--- src/rtl/vla_pkg.sv ---
package vla_pkg;
  localparam int unsigned LFSR_W    = 16;
  localparam logic [LFSR_W-1:0] LFSR_SEED = 16'hACE1;
  localparam logic [LFSR_W-1:0] LFSR_TAPS = 16'hB400;  // x^16+x^14+x^13+x^11+1
  localparam int unsigned B_ROT     = 7;

  function automatic logic [LFSR_W-1:0] lfsr_next(input logic [LFSR_W-1:0] s);
    return {s[LFSR_W-2:0], ^(s & LFSR_TAPS)};
  endfunction
endpackage

--- src/rtl/vla_adder_core.sv ---
module vla_adder_core #(
  parameter int unsigned WIDTH = 32
) (
  input  logic [WIDTH-1:0] a_i,
  input  logic [WIDTH-1:0] b_i,
  input  logic             cin_i,
  output logic [WIDTH-1:0] sum_o,
  output logic             cout_o
);
  logic [WIDTH:0] c;
  assign c[0] = cin_i;

  for (genvar i = 0; i < WIDTH; i++) begin : g_bit
    logic p, g;
    assign p        = a_i[i] ^ b_i[i];
    assign g        = a_i[i] & b_i[i];
    assign sum_o[i] = p ^ c[i];
    assign c[i+1]   = g | (p & c[i]);
  end

  assign cout_o = c[WIDTH];
endmodule

--- src/rtl/vla_lat_predictor.sv ---
module vla_lat_predictor #(
  parameter int unsigned WIDTH    = 32,
  parameter int unsigned GROUP    = 4,
  parameter bit          TOP_PRED = 1'b0
) (
  input  logic [WIDTH-1:0] a_i,
  input  logic [WIDTH-1:0] b_i,
  input  logic             cin_i,
  output logic             crit_o
);
  localparam int unsigned LOW_W = WIDTH - GROUP;

  logic [WIDTH-1:0] prop;
  assign prop = a_i ^ b_i;

  if (TOP_PRED && (WIDTH > GROUP)) begin : g_top_group
    // top group fully propagating with a carry arriving from below
    logic [LOW_W:0] low_sum;
    assign low_sum = {1'b0, a_i[LOW_W-1:0]} + {1'b0, b_i[LOW_W-1:0]}
                   + {{LOW_W{1'b0}}, cin_i};
    assign crit_o  = (&prop[WIDTH-1:LOW_W]) & low_sum[LOW_W];
  end else begin : g_full
    assign crit_o = (&prop) & cin_i;
  end
endmodule

--- src/rtl/vla_lfsr.sv ---
module vla_lfsr import vla_pkg::*; (
  input  logic              clk_i,
  input  logic              rst_ni,
  input  logic              step_i,
  output logic [LFSR_W-1:0] state_o
);
  logic [LFSR_W-1:0] state_q;

  always_ff @(posedge clk_i or negedge rst_ni) begin
    if (!rst_ni)     state_q <= LFSR_SEED;
    else if (step_i) state_q <= lfsr_next(state_q);
  end

  assign state_o = state_q;

  a_r6_lfsr_nonzero: assert property (@(posedge clk_i) disable iff (!rst_ni)
    state_q != '0);
  a_r6_lfsr_hold: assert property (@(posedge clk_i) disable iff (!rst_ni)
    !step_i |=> $stable(state_q));
endmodule

--- src/rtl/vla_selftest.sv ---
module vla_selftest #(
  parameter int unsigned WIDTH = 32
) (
  input  logic             clk_i,
  input  logic             rst_ni,
  input  logic             issue_i,
  input  logic             test_i,
  input  logic [WIDTH-1:0] a_i,
  input  logic [WIDTH-1:0] b_i,
  input  logic             cin_i,
  input  logic             res_valid_i,
  input  logic [WIDTH-1:0] res_sum_i,
  input  logic             res_cout_i,
  output logic             err_o
);
  logic [WIDTH:0] ref_d, ref_q;
  logic           tag_q, err_q;

  assign ref_d = {1'b0, a_i} + {1'b0, b_i} + {{WIDTH{1'b0}}, cin_i};

  always_ff @(posedge clk_i or negedge rst_ni) begin
    if (!rst_ni) begin
      ref_q <= '0;
      tag_q <= 1'b0;
      err_q <= 1'b0;
    end else begin
      if (issue_i) begin
        ref_q <= ref_d;
        tag_q <= test_i;
      end
      if (res_valid_i && tag_q && ({res_cout_i, res_sum_i} != ref_q))
        err_q <= 1'b1;
    end
  end

  assign err_o = err_q;

  a_r7_err_sticky: assert property (@(posedge clk_i) disable iff (!rst_ni)
    err_q |=> err_q);
endmodule

--- src/rtl/var_lat_adder.sv ---
module var_lat_adder import vla_pkg::*; #(
  parameter int unsigned WIDTH    = 32,
  parameter int unsigned GROUP    = 4,
  parameter bit          TOP_PRED = 1'b0
) (
  input  logic             clk_i,
  input  logic             rst_ni,
  input  logic             in_valid_i,
  output logic             in_ready_o,
  input  logic [WIDTH-1:0] a_i,
  input  logic [WIDTH-1:0] b_i,
  input  logic             cin_i,
  input  logic             test_mode_i,
  output logic             out_valid_o,
  output logic [WIDTH-1:0] sum_o,
  output logic             cout_o,
  output logic             test_err_o
);
  logic [LFSR_W-1:0] lfsr;
  logic [WIDTH-1:0]  tm_a, tm_b;
  logic [WIDTH-1:0]  src_a, src_b, core_a, core_b, core_sum;
  logic              src_c, core_c, core_cout, crit, issue;

  logic              hold_q, vld_q, cout_q;
  logic [WIDTH-1:0]  opa_q, opb_q, sum_q;
  logic              opc_q;

  for (genvar i = 0; i < WIDTH; i++) begin : g_tm
    assign tm_a[i] = lfsr[i % LFSR_W];
    assign tm_b[i] = lfsr[(i + B_ROT) % LFSR_W];
  end

  assign src_a = test_mode_i ? tm_a    : a_i;
  assign src_b = test_mode_i ? tm_b    : b_i;
  assign src_c = test_mode_i ? lfsr[0] : cin_i;

  assign in_ready_o = !hold_q;
  assign issue      = in_ready_o && (test_mode_i || in_valid_i);

  vla_lfsr u_lfsr (
    .clk_i   (clk_i),
    .rst_ni  (rst_ni),
    .step_i  (issue && test_mode_i),
    .state_o (lfsr)
  );

  vla_lat_predictor #(.WIDTH(WIDTH), .GROUP(GROUP), .TOP_PRED(TOP_PRED)) u_pred (
    .a_i    (src_a),
    .b_i    (src_b),
    .cin_i  (src_c),
    .crit_o (crit)
  );

  // second cycle of a stretched op evaluates the captured operands
  assign core_a = hold_q ? opa_q : src_a;
  assign core_b = hold_q ? opb_q : src_b;
  assign core_c = hold_q ? opc_q : src_c;

  vla_adder_core #(.WIDTH(WIDTH)) u_core (
    .a_i    (core_a),
    .b_i    (core_b),
    .cin_i  (core_c),
    .sum_o  (core_sum),
    .cout_o (core_cout)
  );

  always_ff @(posedge clk_i or negedge rst_ni) begin
    if (!rst_ni) begin
      hold_q <= 1'b0;
      vld_q  <= 1'b0;
      sum_q  <= '0;
      cout_q <= 1'b0;
      opa_q  <= '0;
      opb_q  <= '0;
      opc_q  <= 1'b0;
    end else begin
      vld_q <= 1'b0;
      if (hold_q) begin
        hold_q <= 1'b0;
        sum_q  <= core_sum;
        cout_q <= core_cout;
        vld_q  <= 1'b1;
      end else if (issue) begin
        if (crit) begin
          hold_q <= 1'b1;
          opa_q  <= src_a;
          opb_q  <= src_b;
          opc_q  <= src_c;
        end else begin
          sum_q  <= core_sum;
          cout_q <= core_cout;
          vld_q  <= 1'b1;
        end
      end
    end
  end

  vla_selftest #(.WIDTH(WIDTH)) u_chk (
    .clk_i       (clk_i),
    .rst_ni      (rst_ni),
    .issue_i     (issue),
    .test_i      (test_mode_i),
    .a_i         (src_a),
    .b_i         (src_b),
    .cin_i       (src_c),
    .res_valid_i (vld_q),
    .res_sum_i   (sum_q),
    .res_cout_i  (cout_q),
    .err_o       (test_err_o)
  );

  assign out_valid_o = vld_q;
  assign sum_o       = sum_q;
  assign cout_o      = cout_q;

  a_r3_stall_one_cycle: assert property (@(posedge clk_i) disable iff (!rst_ni)
    !in_ready_o |=> in_ready_o);
  a_r3_crit_stalls: assert property (@(posedge clk_i) disable iff (!rst_ni)
    (issue && crit) |=> (!in_ready_o && !out_valid_o));
  a_r3_stall_then_result: assert property (@(posedge clk_i) disable iff (!rst_ni)
    !in_ready_o |=> out_valid_o);
  a_r2_fast_result: assert property (@(posedge clk_i) disable iff (!rst_ni)
    (issue && !crit) |=> (out_valid_o && in_ready_o));
  a_r8_no_spurious_valid: assert property (@(posedge clk_i) disable iff (!rst_ni)
    (in_ready_o && !issue) |=> !out_valid_o);
  if (!TOP_PRED) begin : g_r1_chk
    a_r1_crit_needs_cin: assert property (@(posedge clk_i) disable iff (!rst_ni)
      (issue && crit) |-> src_c);
  end
endmodule

--- config.mk ---
export PLATFORM = sky130hd
export DESIGN_NAME = var_lat_adder
export DESIGN_NICKNAME = d
export VERILOG_FILES = /design/src/rtl/vla_pkg.sv /design/src/rtl/vla_adder_core.sv /design/src/rtl/vla_lat_predictor.sv /design/src/rtl/vla_lfsr.sv /design/src/rtl/vla_selftest.sv /design/src/rtl/var_lat_adder.sv
export SDC_FILE = /design/constraint.sdc
export NUM_CORES = 1
export LEC_CHECK = 0
export BUFFER_PORTS_ARGS = -buffer_cell sky130_fd_sc_hd__buf_2
export CAP_MARGIN = 20
export CORE_MARGIN = 2
export CORE_UTILIZATION = 54
export DETAILED_ROUTE_END_ITERATION = 8
export GPL_TIMING_DRIVEN = 0
export MAX_ROUTING_LAYER = met4
export PLACE_DENSITY = 0.74
export SLEW_MARGIN = 20
export SYNTH_ARGS = -nofsm -noshare
export SYNTH_HDL_FRONTEND = slang
export SYNTH_SLANG_ARGS = --single-unit
--- constraint.sdc ---
create_clock -name clk_i -period 21.8 [get_ports clk_i]
set_input_delay 2.18 -clock clk_i [delete_from_list [all_inputs] [get_ports clk_i]]
set_output_delay 2.18 -clock clk_i [all_outputs]
set_load 0.05 [all_outputs]
# --- After elaboration in Yosys (flattened, before gate mapping) ---
# Index checks and enable logic that the tools add are counted.
classes:
  addsub: 2
  eq_ne: 2
  n_mux: 18
  bitwise: 163
  reduce_logical: 11
op_table:
  columns: ["cell", "n"]
  rows:
  - ["$mux 32", 7]
  - ["$and 1x1->1", 65]
  - ["$xor 1x1->1", 64]
  - ["$add 32x32->33", 1]
  - ["$add 33x1->33", 1]
  - ["$ne 33x33->1", 1]
  - ["$or 1x1->1", 32]
  - ["$reduce_and 32->1", 1]
  - ["$xor 32x32->32", 1]
  - ["$reduce_xor 16->1", 1]
  - ["$mux 1", 11]
  - ["$logic_and 1x1->1", 4]
  - ["$reduce_and 3->1", 1]
  - ["$ne 2x1->1 const B", 1]
  - ["$reduce_and 2->1", 1]
  - ["$reduce_bool 2->1", 1]
  - ["$logic_not 1->1", 1]
  - ["$logic_or 1x1->1", 1]
  - ["$not 1->1", 1]
word_totals:
  register_bits: 151
  in_bits: 69
  out_inout_bits: 36
  word_cells: 207

# --- Logic depth before layout (Yosys ltp) ---
# Gate-level depths: netlist (run 1).
depth:
  word_depth: 70
  ltp_mapped: 39
  depth_no_buf: 37

# --- By module ---
# Synthesis (run 1) repeated with hierarchy kept, for this count alone.
unflattened:
  hier_cells: 997
  hier_area_um2: 10652.7
by_module_without_submodules:
  columns: ["mod", "instances", "cells_per_inst", "area_each_um2", "seq_area_each_um2"]
  rows:
  - ["var_lat_adder", 1, 444, 5311.3, 2502.4]
  - ["vla_selftest", 1, 429, 3632.2, 875.8]
  - ["vla_adder_core", 1, 42, 678.2, 0.0]
  - ["vla_lfsr", 1, 38, 675.6, 410.4]
  - ["vla_lat_predictor", 1, 44, 355.3, 0.0]

# --- Worst setup path after synthesis (run 1) ---
# Ideal clock, no wire load.
synth_timing:
  path_type: "input to register"
  from: "input port test_mode_i"
  to: "register sum_q[31], in the netlist sum_o[31]"
  setup_ns: 0.083
  arrival_time_ns: 15.603
  path_slack_ns: 6.115
  path_stages: 38
  path_cell_list: "clkbuf_1 clkbuf_1 o21ai_0 mux2_2 fa_1 fa_1 fa_1 fa_1 fa_1 fa_1 fa_1 fa_1 fa_1 fa_1 fa_1 fa_1 fa_1 fa_1 [2 not listed] fa_1 fa_1 fa_1 fa_1 fa_1 fa_1 fa_1 fa_1 fa_1 fa_1 fa_1 fa_1 fa_1 fa_1 fa_1 inv_1 fa_1 o21ai_0"
synth_between:
  elab_chain_len: 69
synth_rtl:
  columns: ["item", "line_no", "source"]
  rows:
  - ["start, declared", "var_lat_adder.sv:13", "input logic test_mode_i,"]
  - ["$mux 32 (*)", "var_lat_adder.sv:33", "assign src_a = test_mode_i ? tm_a : a_i;"]
  - ["named net src_a[0]", "var_lat_adder.sv:21", "logic [WIDTH-1:0] src_a, src_b, core_a, core_b, core_sum;"]
  - ["$mux 32", "var_lat_adder.sv:55", "assign core_a = hold_q ? opa_q : src_a;"]
  - ["$xor 1x1->1", "vla_adder_core.sv:15", "assign p = a_i[i] ^ b_i[i];"]
  - ["$and 1x1->1", "vla_adder_core.sv:18", "assign c[i+1] = g | (p & c[i]);"]
  - ["$or 1x1->1", "vla_adder_core.sv:18", null]
  - ["$and 1x1->1", "vla_adder_core.sv:18", null]
  - ["$or 1x1->1", "vla_adder_core.sv:18", null]
  - ["[54 not listed]", null, null]
  - ["$and 1x1->1", "vla_adder_core.sv:18", null]
  - ["$or 1x1->1", "vla_adder_core.sv:18", null]
  - ["$and 1x1->1", "vla_adder_core.sv:18", null]
  - ["$or 1x1->1", "vla_adder_core.sv:18", null]
  - ["$xor 1x1->1", "vla_adder_core.sv:17", "assign sum_o[i] = p ^ c[i];"]
  - ["$mux 32", "var_lat_adder.sv:84", "if (crit) begin"]
  - ["$mux 32", "var_lat_adder.sv:83", "end else if (issue) begin"]
  - ["$mux 32", "var_lat_adder.sv:78", "if (hold_q) begin"]
  - ["end signal, assigned", "var_lat_adder.sv:80", "sum_q <= core_sum;"]
  - ["end signal, assigned", "var_lat_adder.sv:90", "sum_q <= core_sum;"]
  - ["end, declared", "var_lat_adder.sv:25", "logic [WIDTH-1:0] opa_q, opb_q, sum_q;"]
# Mark *: on every way through the listed nets, which the timed path passes. The rest lies on a longest branch. The select of a mux whose other input is x is not followed.
# A chain may end at the register's enable or synchronous reset.

# --- Worst setup path in the final report (run 1) ---
# Ends and elaborated chain as after synthesis.

==> metrics, run 1 <==
# fillers 1499; DRC viols 0; Yosys reg bits 151; largest net degree at the start of global routing slightly above 90; CP Launch Type input port; placed instance area 10950 um^2; Final Hold Viols 0; Post-synth ARST share 1.000; maximum VDD drop 0.05508 mV; clk_skew 0.01123 ns; most frequent cells in the layout 143 x dfrtp_1, 124 x mux2_2, 111 x buf_2; Mapped Nets between 1000 and 1500; H-tree depth 4; Slowest cell on crit path fa_1; final setup fails 0; area delta synth->final 14.56%; Critical Path Sink Type register; Tcrit/Tclk final 0.7686; clk sinks about 150; Distinct cells, synth 60; post-synthesis mux area share 0.2065; HP Class register to register; Top Ports 105; kind of critical path input port to register; wire per inst 22.42 um; worst rel slew slack 0.3821; setup bufs post-CTS 0; Post-Synth XOR/XNOR Area 0.04945; cell taking the most area after synthesis dfrtp_1; initial DRC count 726; RSZ-0062 raised after global routing false; latest clock arrival within the worst-skew pair about 0.44 ns; clock power share 0.382; number of flops mapped to enable cells by yosys 0; sequential share of the synthesized area 0.3753; power share of the sequential group 0.386; max_cap viols 0; most common cell after layout, fill and taps aside dfrtp_1; Multi-input gate area 5753 um^2; GRT Overall Usage 0.3188; CP dominant cell by count fa_1; worst slack at placement 4.774 ns; total grt overflow 0; Final ANT Viol Nets 0; crit path time final 16.75 ns; DP HPWL ~23000 um; Max Fclk about 60 MHz; DIE WIDTH 140.7 um; hold_ws between 0.4 and 0.5 ns; maximum clock path buffer count 2; worst-path fanout max 10; Int Power 550.5 uW; share of post-route cells with drive strength above 1 0.2950; Total Wirelength approximately 30000 um; worst slew pin tran 0.9234 ns; CTS buffer count 17; CP arrival 17.11 ns; input/output buffers 104; Final GP Congestion 1.014; synthesized area per cell 10.43 um^2; share of the synthesized area in the top cell type 0.3545; first-pass GRT wire length 46000 um; WP data required 22.15 ns; main flop type after synthesis dfrtp_1; Site Rows 50; Pre-Repair DR Iteration Count 5; CTS hold repair buffers 0; cell chosen for the clock root clkbuf_16; via-per-instance ratio 6.043; Post-Synthesis Cells 968; initial antenna violation count 1; ant diodes 0; sw power 281.8 uW; synth warn 0; top post-synthesis cells by area dfrtp_1 35%, mux2_2 14%, fa_1 6.7%, o21ai_0 5.4%, mux2_4 4.6%; register area between 3000 and 4000 um^2; Final WS setup 5.045 ns; power density cells 71.97 nW/um^2; vias in the first global route 7964; status finished, final reports clean; CTS tree yes; post-cts gate resize count 0; clk slew on worst S/H paths 0.06 ns; max-slew violations 0; Logic pwr share 0.233; setup TNS 0 ns; post-synthesis compound-gate area fraction 0.1249; Die Height 140.7 um; Leakage just under 6 nW; finished layout cell area 11560 um^2; NumNets Final 1227; Post-Synth Simple-Gate Area 0.08193; Initial Util 0.5451; sw frac 0.3386; die area ~20000 um^2; via count 8091; main combinational cell family by area after synthesis multiplexers; CORE AREA 18520 um^2; CP peak stage delay roughly 0.45 ns; Post-Synth Adder-Cell Area 0.1071; synthesized area 10090 um^2
[worst paths after layout]
kind,start,endpoint,slack (ns),cells past startpoint
hold / removal,u_chk.err_o,u_chk.err_o,0.46,1
setup reg to reg,hold_q,sum_o[31],6.30,38
hold reg to reg,u_chk.err_o,u_chk.err_o,0.46,1
setup / recovery,test_mode_i,sum_o[31],5.05,39
min in group asynchronous,rst_ni,opa_q[20],1.75,1
max in group asynchronous,rst_ni,u_chk.ref_q[15],19.29,2
[metrics by stage]
step                cells  utilization  total power, mW
global route         1339       0.6245           0.8622
global placement     1306       0.5891           0.5114
detailed placement   1307       0.5911           0.5160
floorplan             968            -           0.4476
finish               1339       0.6245           0.8324
CTS                  1339       0.6245           0.8317
[sequential cells by signal (all words and copies together), names as in the netlist]
signal,cells
cout_o,1
hold_q,1
opa_q,32
opb_q,32
opc_q,1
out_valid_o,1
sum_o,32
u_chk.err_o,1
u_chk.ref_q,33
u_chk.tag_q,1
u_lfsr.state_o,16
[cell usage after synthesis, types with 9 or more instances]
cell type	count
dfrtp_1	143
mux2_2	124
o21ai_0	109
nand2_1	87
inv_1	77
fa_1	34
ha_1	32
a21oi_1	31
mux2_4	31
xnor2_1	31
clkbuf_1	30
xor2_1	26
nor2_1	20
mux2_1	18
nand4_1	18
a21o_1	13
nand3_1	11
nor4_1	9
[worst max-delay path: cells and delay by family]
family                   cells  cell delay (ns)
AO/OA/AOI/OAI                2             0.51
adder cells (fa/ha/maj)     32            12.99
buffers and inverters        4             1.02
multiplexers                 1             0.38
[power by group through the flow]
stage	Combinational, mW	Clock [mW]	Sequential (mW)
2_1_floorplan	0.0877	0	0.360
3_3_place_gp	0.186	0	0.326
3_5_place_dp	0.190	0	0.327
4_1_cts	0.191	0.319	0.321
5_1_grt	0.207	0.332	0.324
6_report	0.194	0.318	0.321
[area by class of cell]
cell class | count | share of cell area
multi-input cells | 687 | 0.4975
inverters | 78 | 0.02532
repair buffers | 105 | 0.04825
well taps | 234 | 0.02532
plain buffers | 52 | 0.02250
flip-flops and latches | 151 | 0.3276
clock buffers | 18 | 0.03711
clock inverters | 14 | 0.01644
[cell families (layout without fill, tap and decap cells)]
kind of cell | count (synthesis) | in the layout
AO/OA/AOI/OAI | 212 | 212
AND/OR/NAND/NOR | 177 | 177
multiplexers | 175 | 175
flip-flops | 151 | 151
buffers and inverters | 130 | 267
adder cells (fa/ha/maj) | 66 | 66
XOR/XNOR | 57 | 57
[per-layer routing]
layer,vias up,wire (um),global-route usage
li1,3640,-,-
met1,4021,13270,0.4366
met2,367,13710,0.4796
met3,63,2260,0.06793
met4,0,777,0.09947
met5,-,0,-
Note: power is estimated with default switching activity, not from simulation.
==> inputs of run 2 (changes only) <==
--- a/config.mk
+++ b/config.mk
@@ -5,6 +5,7 @@
 export SDC_FILE = /design/constraint.sdc
 export NUM_CORES = 1
 export LEC_CHECK = 0
+export ABC_AREA = 1
 export BUFFER_PORTS_ARGS = -buffer_cell sky130_fd_sc_hd__buf_2
 export CAP_MARGIN = 20
 export CORE_MARGIN = 2
@@ -12,7 +13,7 @@
 export DETAILED_ROUTE_END_ITERATION = 8
 export GPL_TIMING_DRIVEN = 0
 export MAX_ROUTING_LAYER = met4
-export PLACE_DENSITY = 0.74
+export PLACE_DENSITY = 0.77
 export SLEW_MARGIN = 20
 export SYNTH_ARGS = -nofsm -noshare
 export SYNTH_HDL_FRONTEND = slang
==> constraint.sdc (replaced) <==
create_clock -name clk_i -period 14.8 [get_ports clk_i]
set_input_delay 1.48 -clock clk_i [delete_from_list [all_inputs] [get_ports clk_i]]
set_output_delay 1.48 -clock clk_i [all_outputs]
set_load 0.05 [all_outputs]
==> metrics, run 2 <==
status finished, final reports clean; Tcrit/Tclk final 0.9830; NumNets Final 1794; CORE AREA slightly below 20000 um^2; clk slew on worst S/H paths 0.06 ns; Post-synth ARST share 1.000; HP Class register to register; Initial Util 0.5461; initial DRC count 1097; final setup fails 0; CP peak stage delay 0.48 ns; register bank with the most flops u_chk.ref_q; Final GP Congestion 0.9780; maximum VDD drop 0.08501 mV; CTS hold repair buffers 0; die area 20620 um^2; commonest cells in the synthesized netlist 769 x nand2_1, 143 x dfrtp_1, 132 x inv_1; number of flops mapped to enable cells by yosys 0; crit path time final 14.55 ns; initial antenna violation count 0; sw power 830.4 uW; DP HPWL 26970 um; CTS tree yes; top post-synthesis cells by area dfrtp_1 34%, nand2_1 27%, fa_1 6.5%, inv_1 4.7%, nor2_1 4.4%; max reg flops 33; post-synthesis compound-gate area fraction 0.06147; WHS Path Cells 2; clock power share 0.227; Top Ports roughly 110; worst-path fanout max 10; share of the synthesized area in the top cell type 0.3400; instance count on the critical path 40; PnR Total Power 1.817 mW; Distinct cells, synth 33; setup TNS 0 ns; first-pass GRT wire length 53750 um; GRT Overall Usage 0.3586; Final ANT Viol Nets 0; Post-Synth XOR/XNOR Area 0.03495; clk_skew between 0.01 and 0.015 ns; most common cell after layout, fill and taps aside nand2_1; largest net degree at the start of global routing 81; via count ~11000; main flop type after synthesis dfrtp_1; Mapped Nets between 1500 and 2000; power share of the sequential group 0.320; most common cell in the netlist nand2_1; kind of critical path input port to register; area delta synth->final 14.29%; worst rel slew slack 0.5069; input/output buffers 103; cell taking the most area after synthesis dfrtp_1; Multi-input gate area 5982 um^2; register area 3789 um^2; Yosys reg bits 151; DRC viols 0; main combinational cell family by area after synthesis simple AND/OR/NAND/NOR gates; Logic pwr share 0.453; clk sinks 151; synthesized area per cell 6.847 um^2; cell chosen for the clock root clkbuf_16; Final Hold Viols 0; Die Height 143.6 um; Int Power about 990 uW; sequential share of the synthesized area 0.3600; wire per inst 18.01 um; # fillers about 1800; number of cells after detailed placement between 1500 and 2000; worst path buffer plus inverter count 5; WP data required 15.15 ns; Slowest cell on crit path fa_2; CP arrival 14.90 ns; total grt overflow 0; Post-Synth Simple-Gate Area 0.3640; via-per-instance ratio ~5.5; most frequent cells in the layout 768 x nand2_1, 143 x dfrtp_1, 132 x inv_1; post-synthesis mux area share 0; Pre-Repair DR Iteration Count 5; synthesized area 10520 um^2; sw frac 0.4571; CP Launch Type input port; worst slew pin tran 0.7396 ns; vias in the first global route approximately 9800; Site Rows 51; power density cells around 150 nW/um^2; Post-Synth Adder-Cell Area 0.1027; latest clock arrival within the worst-skew pair approximately 0.43 ns; setup bufs post-CTS 0; max-slew violations 0; reg2reg path depth 37; synth warn 0; Leakage 7.120 nW; Critical Path Sink Type register; Total Wirelength between 30000 and 40000 um; Post-Synthesis Cells 1537; DIE WIDTH roughly 140 um; top cell family by delay on the critical path adder cells; maximum clock path buffer count 2; hold_ws 0.4688 ns; share of post-route cells with drive strength above 1 0.1226; CTS buffer count 17; Finished Layout Cells approximately 1900; H-tree depth 4; max_cap viols 0; placed instance area between 10000 and 15000 um^2; finished layout cell area 12030 um^2; Max Fclk 68.73 MHz
[run 2: cell types whose count changed in the layout (fill, tap and decap cells not counted), moves of 16 or more]
cell     change
a31oi_1     +56
fa_1        -16
fa_2        +16
inv_1       +55
mux2_1      -18
mux2_2     -124
mux2_4      -31
nand2_1    +681
nand3_1     +42
nor2_1     +102
o21ai_0     -90
[run 2: worst reg2reg max path, delay by kind of cell (launching register included)]
family | cells | cell delay, ns
compound gates | 2 | 0.36
fa+ha+maj | 32 | 12.29
buf+inv | 3 | 1.13
flops | 1 | 0.49
[run 2: timing repair]
| action | CTS | global route |
|---|---|---|
| resized for setup | 17 | 13 |
| setup endpoints to repair | 3 | 3 |
| pin swaps | 0 | 1 |
[run 2: cell type report]
type,count,area share
Clock inverter,12,0.007906
Inverter,137,0.04275
Timing Repair Buffer,104,0.04598
Antenna cell,1,0.0002081
Multi-Input combinational cell,1197,0.4973
Sequential cell,151,0.3150
Tap cell,265,0.02757
Buffer,51,0.02611
Clock buffer,20,0.03714
[run 2: final timing paths]
kind	start	endpoint	slack, ns
worst max-delay path	test_mode_i	sum_o[31]	0.25
worst min-delay path	u_chk.err_o	u_chk.err_o	0.47
worst max register to register	hold_q	sum_o[31]	0.45
worst min register to register	u_chk.err_o	u_chk.err_o	0.47
max in group asynchronous	rst_ni	u_chk.ref_q[32]	12.99
min in group asynchronous	rst_ni	opa_q[7]	1.02
[run 2: power by group through the flow]
stage	Sequential, mW	Combinational, mW	Clock, mW
4_1_cts	0.581	0.803	0.411
3_3_place_gp	0.585	0.783	0
6_report	0.580	0.823	0.413
2_1_floorplan	0.715	0.396	0
5_1_grt	0.592	0.892	0.433
3_5_place_dp	0.588	0.794	0
[run 2: kinds of logic after synthesis]
group           count (synthesis)
simple gates                  978
buf+inv                       189
flops                         151
compound gates                111
fa+ha+maj                      66
xor+xnor                       42
[run 2: through the flow]
step                setup WS (ns)  utilization
floorplan                 0.07696            -
global placement           -1.116       0.5901
detailed placement         -1.257       0.5920
CTS                      0.004563       0.6225
global route             -0.01884       0.6240
finish                     0.2509       0.6241
[run 2: per-layer routing]
layer | part of all wire | track usage | wire [um] | vias up
met1 | 0.44 | 0.5101 | 15230 | 4949
met4 | 0.027 | 0.1135 | 945 | 0
li1 | - | - | - | 5025
met3 | 0.098 | 0.05765 | 3416 | 81
met5 | 0 | - | 0 | -
met2 | 0.44 | 0.5273 | 15310 | 537
==> inputs of run 3 (changes only) <==
--- a/config.mk
+++ b/config.mk
@@ -8,13 +8,12 @@
 export ABC_AREA = 1
 export BUFFER_PORTS_ARGS = -buffer_cell sky130_fd_sc_hd__buf_2
 export CAP_MARGIN = 20
-export CORE_MARGIN = 2
+export CORE_MARGIN = 10
 export CORE_UTILIZATION = 54
 export DETAILED_ROUTE_END_ITERATION = 8
 export GPL_TIMING_DRIVEN = 0
 export MAX_ROUTING_LAYER = met4
 export PLACE_DENSITY = 0.77
-export SLEW_MARGIN = 20
 export SYNTH_ARGS = -nofsm -noshare
 export SYNTH_HDL_FRONTEND = slang
 export SYNTH_SLANG_ARGS = --single-unit
==> constraint.sdc (replaced) <==
create_clock -name clk_i -period 14.8 [get_ports clk_i]
set_input_delay 0.74 -clock clk_i [delete_from_list [all_inputs] [get_ports clk_i]]
set_output_delay 0.74 -clock clk_i [all_outputs]
set_load 0.05 [all_outputs]
==> metrics, run 3 (synthesis results as in run 2) <==
status finished, final reports clean; most common cell after layout, fill and taps aside nand2_1; ant diodes 0; CP dominant cell by count fa_1; CTS buffer count 17; crit path time final between 10 and 15 ns; Pre-Repair DR Iteration Count 5; total grt overflow 0; die area 25470 um^2; H-tree depth 4; area delta synth->final 14.55%; setup TNS 0 ns; vias in the first global route 9797; CTS tree yes; final setup fails 0; maximum clock path buffer count 2; worst slew pin tran 0.8404 ns; clk slew on worst S/H paths 0.07 ns; max-slew violations 0; CORE AREA 19330 um^2; clk sinks approximately 150; WP data required 15.15 ns; Final WS setup 0.3169 ns; hold_ws 0.3714 ns; share of post-route cells with drive strength above 1 0.1148; input/output buffers a little over 100; latest clock arrival within the worst-skew pair around 0.44 ns; CTS hold repair buffers 0; register bank with the most flops u_chk.ref_q; Site Rows 51; DIE WIDTH 159.6 um; power density cells 154.4 nW/um^2; number of cells after detailed placement 1906; Leakage 7.195 nW; HP Class input port to async pin; initial antenna violation count 0; first-pass GRT wire length roughly 54000 um; kind of critical path register to register; DP HPWL 27340 um; largest net degree at the start of global routing 91; Final GP Congestion ~0.98; GRT Overall Usage 0.2766; Initial Util 0.5443; CP Launch Type register; maximum VDD drop 0.08495 mV; PnR Total Power 1.861 mW; Top Ports 105; clk_skew ~0.012 ns; finished layout cell area 12060 um^2; Critical Path Sink Type register; max reg flops 33; via-per-instance ratio approximately 5.4; max_cap viols 0; worst slack at placement -0.4176 ns; Finished Layout Cells 1937; Tcrit/Tclk final 0.9786; Slowest cell on crit path dfrtp_2; # fillers 1742; Max Fclk a little under 70 MHz; Final Hold Viols 0; NumNets Final roughly 1800; Final ANT Viol Nets 0; final core occ 0.6235; placed instance area 11400 um^2; cell chosen for the clock root clkbuf_16; most frequent cells in the layout 769 x nand2_1, 142 x dfrtp_1, 131 x inv_1; Die Height 159.6 um; RSZ-0062 raised after global routing false; DRC viols 0; worst-path fanout max 16; worst rel slew slack 0.4397; wire per inst 17.89 um; CP arrival 14.83 ns; CP peak stage delay 0.49 ns; Total Wirelength 34650 um; via count 10400; initial DRC count roughly 1200
## run 3: critical path, delay by kind of cell (launching register included)
family,cells,cell delay [ns]
adder cells (fa/ha/maj),31,12.64
buffers and inverters,4,0.89
flip-flops,1,0.49
AO/OA/AOI/OAI,2,0.37
## run 3: report_power, final
part	total [mW]	switching [mW]	internal, mW
clock network	0.468	0.187	0.282
logic	0.811	0.558	0.253
registers	0.582	0.0759	0.506
## run 3: per-layer routing
metal / vias to the layer above / wire, um / global-route usage
met2: 498 / 14880 / 0.4005
met5: - / 0 / -
met3: 66 / 3072 / 0.04679
met1: 4821 / 15610 / 0.3840
met4: 0 / 1087 / 0.09520
li1: 5015 / - / -
## run 3: path summary, 6_finish.rpt
check | startpoint | endpoint | slack [ns] | cells past startpoint
worst max-delay path | hold_q | sum_o[31] | 0.32 | 37
worst min-delay path | rst_ni | opa_q[10] | 0.37 | 1
worst max register to register | hold_q | sum_o[31] | 0.32 | 37
worst min register to register | opc_q | opc_q | 0.48 | 1
max in group asynchronous | rst_ni | u_lfsr.state_o[6] | 13.57 | 2
min in group clk_i | opc_q | opc_q | 0.48 | 1
## run 3: repair_timing
| item | 4_1_cts | 5_1_grt |
|---|---|---|
| gates resized for setup | 1 | 14 |
| setup endpoints to repair | 2 | 2 |
| buffers inserted | 0 | 2 |
## run 3: layout make-up
class | count | area (um^2) | share of cell area
plain buffers | 49 | 289.0 | 0.02398
clock buffers | 20 | 466.7 | 0.03871
clock inverters | 12 | 166.4 | 0.01380
inverters | 137 | 520.5 | 0.04318
multi-input cells | 1197 | 5927 | 0.4916
flip-flops and latches | 151 | 3790 | 0.3144
well taps | 265 | 331.6 | 0.02750
repair buffers | 106 | 564.3 | 0.04681
